**config.mk**
```make
export PLATFORM = sky130hd
export DESIGN_NAME = rev_alarm_ctrl
export DESIGN_NICKNAME = d
export VERILOG_FILES = /design/src/rtl/rac_pkg.sv /design/src/rtl/rac_ms_timer.sv /design/src/rtl/rac_fsm.sv /design/src/rtl/rac_led_decode.sv /design/src/rtl/rev_alarm_ctrl.sv
export SDC_FILE = /design/constraint.sdc
export NUM_CORES = 1
export LEC_CHECK = 0
export BUFFER_PORTS_ARGS = -buffer_cell sky130_fd_sc_hd__buf_2
export CAP_MARGIN = 20
export CORE_MARGIN = 4
export CORE_UTILIZATION = 49
export DETAILED_ROUTE_END_ITERATION = 10
export GPL_TIMING_DRIVEN = 0
export PLACE_DENSITY = 0.7
export SETUP_SLACK_MARGIN = 0.2
export SLEW_MARGIN = 25
export SYNTH_ARGS = -nofsm -noshare
export SYNTH_HDL_FRONTEND = slang
export SYNTH_SLANG_ARGS = --single-unit
```
**constraint.sdc**
```tcl
create_clock -name clk -period 2.1 [get_ports clk]
set_input_delay 0.105 -clock clk [delete_from_list [all_inputs] [get_ports clk]]
set_output_delay 0.105 -clock clk [all_outputs]
set_load 0.02 [all_outputs]
```
**src/rtl/rac_pkg.sv**
```systemverilog
package rac_pkg;

    typedef enum logic [2:0] {
        ST_WATCH   = 3'd0,
        ST_VERIFY  = 3'd1,
        ST_CUTOFF  = 3'd2,
        ST_FLASH   = 3'd3,
        ST_DARK    = 3'd4,
        ST_SETTLE  = 3'd5
    } rac_state_t;

endpackage

```
**src/rtl/rac_ms_timer.sv**
```systemverilog
module rac_ms_timer #(
    parameter int CNT_W = 9
) (
    input  logic             clk,
    input  logic             rst_n,
    input  logic             clr,
    input  logic             tick,
    input  logic [CNT_W-1:0] limit,
    output logic             expire
);

    logic [CNT_W-1:0] count_q;
    logic             at_last;

    // the tick that completes the programmed number of milliseconds
    assign at_last = (count_q == (limit - CNT_W'(1)));
    assign expire  = tick && at_last;

    always_ff @(posedge clk) begin
        if (!rst_n) begin
            count_q <= '0;
        end else if (clr) begin
            count_q <= '0;
        end else if (tick) begin
            if (at_last) count_q <= '0;
            else         count_q <= count_q + CNT_W'(1);
        end
    end

endmodule

```
**src/rtl/rac_fsm.sv**
```systemverilog
module rac_fsm
    import rac_pkg::*;
#(
    parameter int VERIFY_MS = 5,
    parameter int SETTLE_MS = 10,
    parameter int HALF_MS   = 500,
    parameter int CNT_W     = 9
) (
    input  logic             clk,
    input  logic             rst_n,
    input  logic             rev_sense,
    input  logic             rearm,
    input  logic             expire,
    output rac_state_t       state,
    output logic             timer_clr,
    output logic [CNT_W-1:0] timer_limit,
    output logic             chg_en
);

    localparam logic [CNT_W-1:0] LIM_VERIFY = CNT_W'(VERIFY_MS);
    localparam logic [CNT_W-1:0] LIM_SETTLE = CNT_W'(SETTLE_MS);
    localparam logic [CNT_W-1:0] LIM_HALF   = CNT_W'(HALF_MS);

    rac_state_t state_q, state_nxt;
    logic       en_q;

    assign state = state_q;
    assign chg_en = en_q;

    // every state change restarts the millisecond count
    assign timer_clr = (state_nxt != state_q);

    always_comb begin
        state_nxt = state_q;
        unique case (state_q)
            ST_WATCH:   if (rev_sense) state_nxt = ST_VERIFY;
            ST_VERIFY:  if (expire) state_nxt = rev_sense ? ST_CUTOFF : ST_WATCH;
            ST_CUTOFF:  state_nxt = ST_FLASH;
            ST_FLASH:   if (expire) state_nxt = ST_DARK;
            ST_DARK:    if (expire) state_nxt = rev_sense ? ST_FLASH : ST_SETTLE;
            ST_SETTLE:  if (expire) state_nxt = rev_sense ? ST_FLASH : ST_WATCH;
            default:    state_nxt = ST_WATCH;
        endcase
    end

    always_comb begin
        unique case (state_q)
            ST_WATCH, ST_VERIFY:          timer_limit = LIM_VERIFY;
            ST_SETTLE:                    timer_limit = LIM_SETTLE;
            ST_CUTOFF, ST_FLASH, ST_DARK: timer_limit = LIM_HALF;
            default:                      timer_limit = LIM_VERIFY;
        endcase
    end

    always_ff @(posedge clk) begin
        if (!rst_n) state_q <= ST_WATCH;
        else        state_q <= state_nxt;
    end

    // enable: cleared on the confirming edge, set only by rearm while idle
    always_ff @(posedge clk) begin
        if (!rst_n) begin
            en_q <= 1'b1;
        end else if (state_q == ST_VERIFY && state_nxt == ST_CUTOFF) begin
            en_q <= 1'b0;
        end else if (state_q == ST_WATCH && rearm) begin
            en_q <= 1'b1;
        end
    end

endmodule

```
**src/rtl/rac_led_decode.sv**
```systemverilog
module rac_led_decode #(
    parameter int NUM_CHEM = 3,
    parameter int CHEM_W   = 2
) (
    input  logic [CHEM_W-1:0]   code,
    input  logic                show,
    output logic [NUM_CHEM-1:0] leds
);

    for (genvar i = 0; i < NUM_CHEM; i++) begin : g_led
        assign leds[i] = show && (code == CHEM_W'(i));
    end

endmodule

```
**src/rtl/rev_alarm_ctrl.sv**
```systemverilog
module rev_alarm_ctrl
    import rac_pkg::*;
#(
    parameter int NUM_CHEM  = 3,
    parameter int CHEM_W    = 2,
    parameter int VERIFY_MS = 5,
    parameter int SETTLE_MS = 10,
    parameter int HALF_MS   = 500
) (
    input  logic                clk,
    input  logic                rst_n,
    input  logic                ms_tick,
    input  logic                rev_sense,
    input  logic [CHEM_W-1:0]   chem_sel,
    input  logic                rearm,
    output logic                chg_en,
    output logic                buzzer,
    output logic [NUM_CHEM-1:0] chem_led,
    output logic                stage_blank,
    output logic                alarm_active
);

    localparam int MAX_A = (VERIFY_MS > SETTLE_MS) ? VERIFY_MS : SETTLE_MS;
    localparam int MAX_MS = (HALF_MS > MAX_A) ? HALF_MS : MAX_A;
    localparam int CNT_W = $clog2(MAX_MS + 1);

    rac_state_t       state;
    logic             timer_clr;
    logic             expire;
    logic [CNT_W-1:0] timer_limit;
    logic             led_show;

    rac_fsm #(
        .VERIFY_MS (VERIFY_MS),
        .SETTLE_MS (SETTLE_MS),
        .HALF_MS   (HALF_MS),
        .CNT_W     (CNT_W)
    ) u_fsm (
        .clk         (clk),
        .rst_n       (rst_n),
        .rev_sense   (rev_sense),
        .rearm       (rearm),
        .expire      (expire),
        .state       (state),
        .timer_clr   (timer_clr),
        .timer_limit (timer_limit),
        .chg_en      (chg_en)
    );

    rac_ms_timer #(
        .CNT_W (CNT_W)
    ) u_timer (
        .clk    (clk),
        .rst_n  (rst_n),
        .clr    (timer_clr),
        .tick   (ms_tick),
        .limit  (timer_limit),
        .expire (expire)
    );

    rac_led_decode #(
        .NUM_CHEM (NUM_CHEM),
        .CHEM_W   (CHEM_W)
    ) u_led (
        .code (chem_sel),
        .show (led_show),
        .leds (chem_led)
    );

    // Moore outputs from the state
    always_comb begin
        led_show     = 1'b1;
        buzzer       = 1'b0;
        stage_blank  = 1'b0;
        alarm_active = 1'b0;
        unique case (state)
            ST_WATCH, ST_VERIFY: begin
                led_show = 1'b1;
            end
            ST_CUTOFF: begin
                alarm_active = 1'b1;
            end
            ST_FLASH: begin
                buzzer       = 1'b1;
                stage_blank  = 1'b1;
                alarm_active = 1'b1;
            end
            ST_DARK, ST_SETTLE: begin
                led_show     = 1'b0;
                stage_blank  = 1'b1;
                alarm_active = 1'b1;
            end
            default: begin
                led_show = 1'b1;
            end
        endcase
    end

endmodule

```
; ---- Word-level counts from Yosys, hierarchy flattened
; Cells that the tools add are included.
[op_classes]
n_addsub = 2
n_eq_ne = 10
n_mux = 17
bitwise_logic = 1
n_reduce_logical = 14
[op_table]
columns = cell, n
row1 = two-way mux 3 bit, 6
row2 = case mux 3 bit (6 select lines), 1
row3 = case mux 9 bit (2 select lines), 1
row4 = adder 9 x 1 -> 9 bit (second input constant), 1
row5 = equality test 3 x 2 -> 1 bit (second input constant), 3
row6 = equality test 9 bit, 1
row7 = two-way mux 9 bit, 1
row8 = subtractor 9 x 1 -> 9 bit (second input constant), 1
row9 = equality test 3 bit (second input constant), 2
row10 = logical AND 1 bit, 6
row11 = two-way mux 1 bit, 6
row12 = OR reduction 3 bit, 2
row13 = two-way mux 2 bit, 2
row14 = OR reduction 2 bit, 2
row15 = OR reduction 4 bit, 1
row16 = equality test 3 x 1 -> 1 bit (second input constant), 1
row17 = logical NOT 3 bit, 1
row18 = inequality test 3 bit, 1
row19 = equality test 2 x 1 -> 1 bit (second input constant), 1
row20 = equality test 2 bit (second input constant), 1
row21 = logical NOT 2 bit, 1
row22 = nonzero test 2 bit, 1
row23 = NOT 1 bit, 1
[word_totals]
ff_bits = 13
inputBits = 7
output_inout_bits = 7
wordCells = 47

; ---- Longest topological paths before layout
[depth]
depth_word = 11
ltp_mapped = 10

; ---- Cells and area by module
; A second synthesis with hierarchy kept.
[unflattened]
hier_cells = 152
hier_area_um2 = 1201.2
[by_module_without_submodules]
columns = mod, instances, cells_each, area_per_inst_um2, seq_area_each_um2
row1 = rac_ms_timer, 1, 102, 807.0, 180.2
row2 = rac_fsm, 1, 42, 334.1, 80.1
row3 = rac_led_decode, 1, 3, 30.0, 0.0
row4 = rev_alarm_ctrl, 1, 5, 30.0, 0.0

; ---- Worst setup path before layout
; OpenSTA, ideal clock, no wires.
[synth_timing]
path_type = register -> register
from = register u_fsm.state_q[1] (netlist: u_fsm.state[1])
to = register u_fsm.state_q[2] (netlist: u_fsm.state[2])
arrival_time_ps = 1980
required_time_ps = 1969
slack_ps = -12
stages_incl_launch_ff = 11
n_path_buf = 1
synth_period_minus_slack_ps = 2112
path_cell_list = dfxtp_1 buf_6 or2b_1 o21ai_0 inv_1 ha_1 xor2_1 nand4_1 a21o_2 o311ai_1 o41ai_1
[synth_between]
elab_chain_cells = 8
word_cells_on_any_way = 16
cone_classes = add/sub: 1 / eq/ne: 6 / mux: 6 / reduce/logical: 3
[synth_lines]
columns = element, line_no
row1 = from (decl), rac_fsm.sv:24  ; rac_state_t state_q, state_nxt;
row2 = from (signal assigned), rac_fsm.sv:57  ; else state_q <= state_nxt;
row3 = equality test 3 x 2 -> 1 bit or equality test 3 bit (tied branches), "rac_fsm.sv:35, rac_fsm.sv:47"
row4 = OR reduction 3 bit, rac_fsm.sv:47  ; unique case (state_q)
row5 = case mux 9 bit (2 select lines), rac_fsm.sv:47
row6 = subtractor 9 x 1 -> 9 bit, rac_ms_timer.sv:16  ; assign at_last = (count_q == (limit - CNT_W'(1)));
row7 = equality test 9 bit, rac_ms_timer.sv:16
row8 = logical AND 1 bit, rac_ms_timer.sv:17  ; assign expire = tick && at_last;
row9 = "two-way mux 3 bit, on equally long branches", -
row10 = case mux 3 bit (6 select lines) *, rac_fsm.sv:35  ; unique case (state_q)
; Every way passes the cells marked *; elsewhere a longest branch is shown, timed or not.
; A chain may end at the register's enable or synchronous reset.

; ---- Worst setup path after layout
[layout_timing]
from = register u_fsm.state_q[1] (netlist: u_fsm.state[1])
to = register u_timer.count_q[8]
[layout_between]
elab_chain_cells = 10
word_cells_on_any_way = 20
cone_classes = add/sub: 1 / eq/ne: 7 / mux: 8 / reduce/logical: 4
[layout_lines]
columns = element, line_no
row1 = equality test 3 x 2 -> 1 bit or equality test 3 bit (tied branches), "rac_fsm.sv:35, rac_fsm.sv:47"
row2 = OR reduction 3 bit, rac_fsm.sv:47
row3 = case mux 9 bit (2 select lines), rac_fsm.sv:47
row4 = subtractor 9 x 1 -> 9 bit, rac_ms_timer.sv:16
row5 = equality test 9 bit, rac_ms_timer.sv:16
row6 = logical AND 1 bit, rac_ms_timer.sv:17
row7 = "two-way mux 3 bit, on equally long branches", -
row8 = case mux 3 bit (6 select lines), rac_fsm.sv:35
row9 = inequality test 3 bit, rac_fsm.sv:31  ; assign timer_clr = (state_nxt != state_q);
row10 = OR reduction 2 bit (no source line), -
row11 = to (signal assigned), rac_ms_timer.sv:26  ; else count_q <= count_q + CNT_W'(1);
row12 = to (decl), rac_ms_timer.sv:12  ; logic [CNT_W-1:0] count_q;
; Parallel ways exist; a longest one is shown, timed or not.

==> qor.txt <==
Status - finished, violations left
Failing checks - setup timing
Max clock buf depth - 2
Crit path max fanout - 5
Commonest non-fill, non-tap cell in the layout - nor2_1
Core box area - 1750 µm²
DR iter-0 viols - 11
Cell count after synthesis - 104
Fin nets - 142
WHS - 0.115 ns
Compound-Gate Fraction of Synth Area - 16.9%
Post-route ant nets - 0
Num CTS Buffers - 3
TritonCTS clock tree - built
Ys Warns - 0
Switching Fraction - 26.3%
Vias per cell - 5.28
Number of global-route vias before repair - 820
Synth Net Count - 115
Kind of critical path - register to register
Max Clock Freq - 469 MHz
H-tree Lvls - 1
Root buf cell - clkbuf_4
Initial antenna violation count - 0
Type of the worst min-delay path - input port to register
Synthesis-stage register bit count - 13
R2R Setup Slk - -0.03 ns
Sequential share of power - 54.1%
Mux contribution to synthesized area - 1.11%
Finished Cell Area - 1170 µm²
Diodes inserted - 0
Die area - 2600 µm²
Cell-internal power - 346 µW
Switch Pwr - 123 µW
Setup violators final - 12
Worst setup EP type - register
Routed WL - 2100 µm
Max-cap violation count - 0
Critical path data required time - 2.26 ns
Max Slew Vio Count - 0
WP data arrival - 2.29 ns
Comb pwr share - 12.4%
VDD IR max - 0.354 mV
Main combinational cell family by area after synthesis - simple AND/OR/NAND/NOR gates
Area share of fa/ha/maj cells after synthesis - 5.53%
# IOs - 14
Placed Area - 1000 µm²
Global-route wire length before repair - 3480 µm
Row cnt - 15
Placer Congestion - 0.834
Final hold vios - 0
Initial Util - 51.8%
First-pass DRT Iterations - 4
Area grow syn2layout - 29.0%
Layout cells sized above 1 - 36.2%
Simple-gate area share of the yosys netlist - 26.3%
Die Y - 51.0 µm
Crit start category - register
Syn Area/Cell - 8.70 µm²
TritonCTS Sinks - 13
Largest net degree at the start of global routing - 11
P_leak - 0.493 nW
Post-synth cell types - 37
Routed vias - 818
Worst Slack Setup Final - -0.0334 ns
Slew @ Worst Pin - 0.444 ns
Final Cycle Share - 102%
DRC viols - 0
Min Tclk post-route - 2.13 ns
Post-synthesis xor/xnor area fraction - 14.7%
Clock Latency Late Sink - 0.27 ns
Seq/Total Area, Yosys - 28.8%
Unrepaired setup endpoints after global routing - true
Drt wl/cell - 13.6 µm
GRT Total Usage - 17.8%
EDFF count, synth - 0
Commonest non-fill, non-tap cells in the layout - nor2_1, buf_2, dfxtp_1, buf_4
Clk network pwr share - 33.6%
Die width - 51.0 µm
Clock slew at reported path FFs - 0.08 ns
I/O Buffers - 12
Clock Skews - 0.00189 ns
HPWL after detailed placement - 1340 µm
Synth Flop Type - dfxtp_1
Post-synth ARST share - 0%
Total power - 470 µW
Max_slew headroom - 70.3%
PD cells - 402 nW/µm²
Area of the mapped netlist - 905 µm²
Grt ovf - 0
==> final cells by class <==
type	count	area (µm²)
Buffer	5	38.8
Clock buffer	4	26.3
Fill cell	156	578
Inverter	7	26.3
Multi-Input combinational cell	80	651
Sequential cell	13	263
Tap cell	25	31.3
Timing Repair Buffer	21	131
==> registers in the layout (all words and copies together), names as in the netlist <==
register / flops
u_fsm.chg_en: 1
u_fsm.state: 3
u_timer.count_q: 9
==> repair_timing <==
action	CTS	global route
hold buffers	0	0
setup buffers	7	2
gates resized for setup	8	4
pin swaps	9	6
gates cloned	1	0
setup endpoints to repair	13	13
==> logic make-up after synthesis <==
logic type	count (synthesis)
compound gates	17
flops	13
buf+inv	12
xor+xnor	13
fa+ha+maj	4
mux	1
simple gates	44
==> worst max-delay path: stages, from the launching register on <==
cell      delay, ns
dfxtp_2        0.34
buf_6          0.11
or2b_1         0.26
o21ai_2        0.09
ha_1           0.26
xnor2_1        0.14
nand4_1        0.20
a21o_4         0.28
o221ai_4       0.26
nor2_1         0.08
==> cells in the mapped netlist (3+ instances only) <==
master     n  share of area [%]
a21oi_1    3                1.7
a311oi_1   3                2.9
and3_1     3                2.1
dfxtp_1   13                 29
ha_1       4                5.5
inv_1      7                2.9
nand2_1    7                2.9
nand4_1    4                2.8
nor2_1    16                6.6
xnor2_1    7                6.8
xor2_1     5                4.8
==> metrics by stage <==
step / setup TNS [ns] / worst slack [ns] / instances / utilization (%)
final: -0.272 / -0.0334 / 155 / 66.9
after global routing: -2.33 / -0.213 / 155 / 66.9
after CTS: -0.000369 / -0.000369 / 153 / 65.2
after detailed placement: -1.40 / -0.169 / 141 / 57.5
after global placement: -1.13 / -0.120 / 141 / 57.5
after floorplan: 0 / 0.111 / 104 / -
==> power by group through the flow <==
stage / clock network (mW) / logic, mW / registers (mW)
floorplan: 0 / 0.0352 / 0.259
global placement: 0 / 0.0504 / 0.259
detailed placement: 0 / 0.0516 / 0.260
CTS: 0.162 / 0.0560 / 0.254
global route: 0.175 / 0.0632 / 0.255
finish: 0.158 / 0.0580 / 0.254
==> path summary, 6_finish.rpt <==
check / startpoint / endpoint / cells after the start
max reg2reg: u_fsm.state[1]$_SDFF_PN0_ / u_timer.count_q[8]$_SDFFE_PP0P_ / 9
min reg2reg: u_fsm.chg_en$_SDFFE_PN1P_ / u_fsm.chg_en$_SDFFE_PN1P_ / 2
max: u_fsm.state[1]$_SDFF_PN0_ / u_timer.count_q[8]$_SDFFE_PP0P_ / 9
min: rev_sense / u_fsm.chg_en$_SDFFE_PN1P_ / 2
==> metal layers <==
metal / up-vias / global-route usage [%] / part of all wire, %
met5: - / 0 / 0
met4: 0 / 9.87 / 2.4
met3: 6 / 4.66 / 6.6
met2: 30 / 29.2 / 49
met1: 365 / 20.8 / 42
li1: 417 / - / -
No activity file was read; power rests on OpenSTA's default activity.
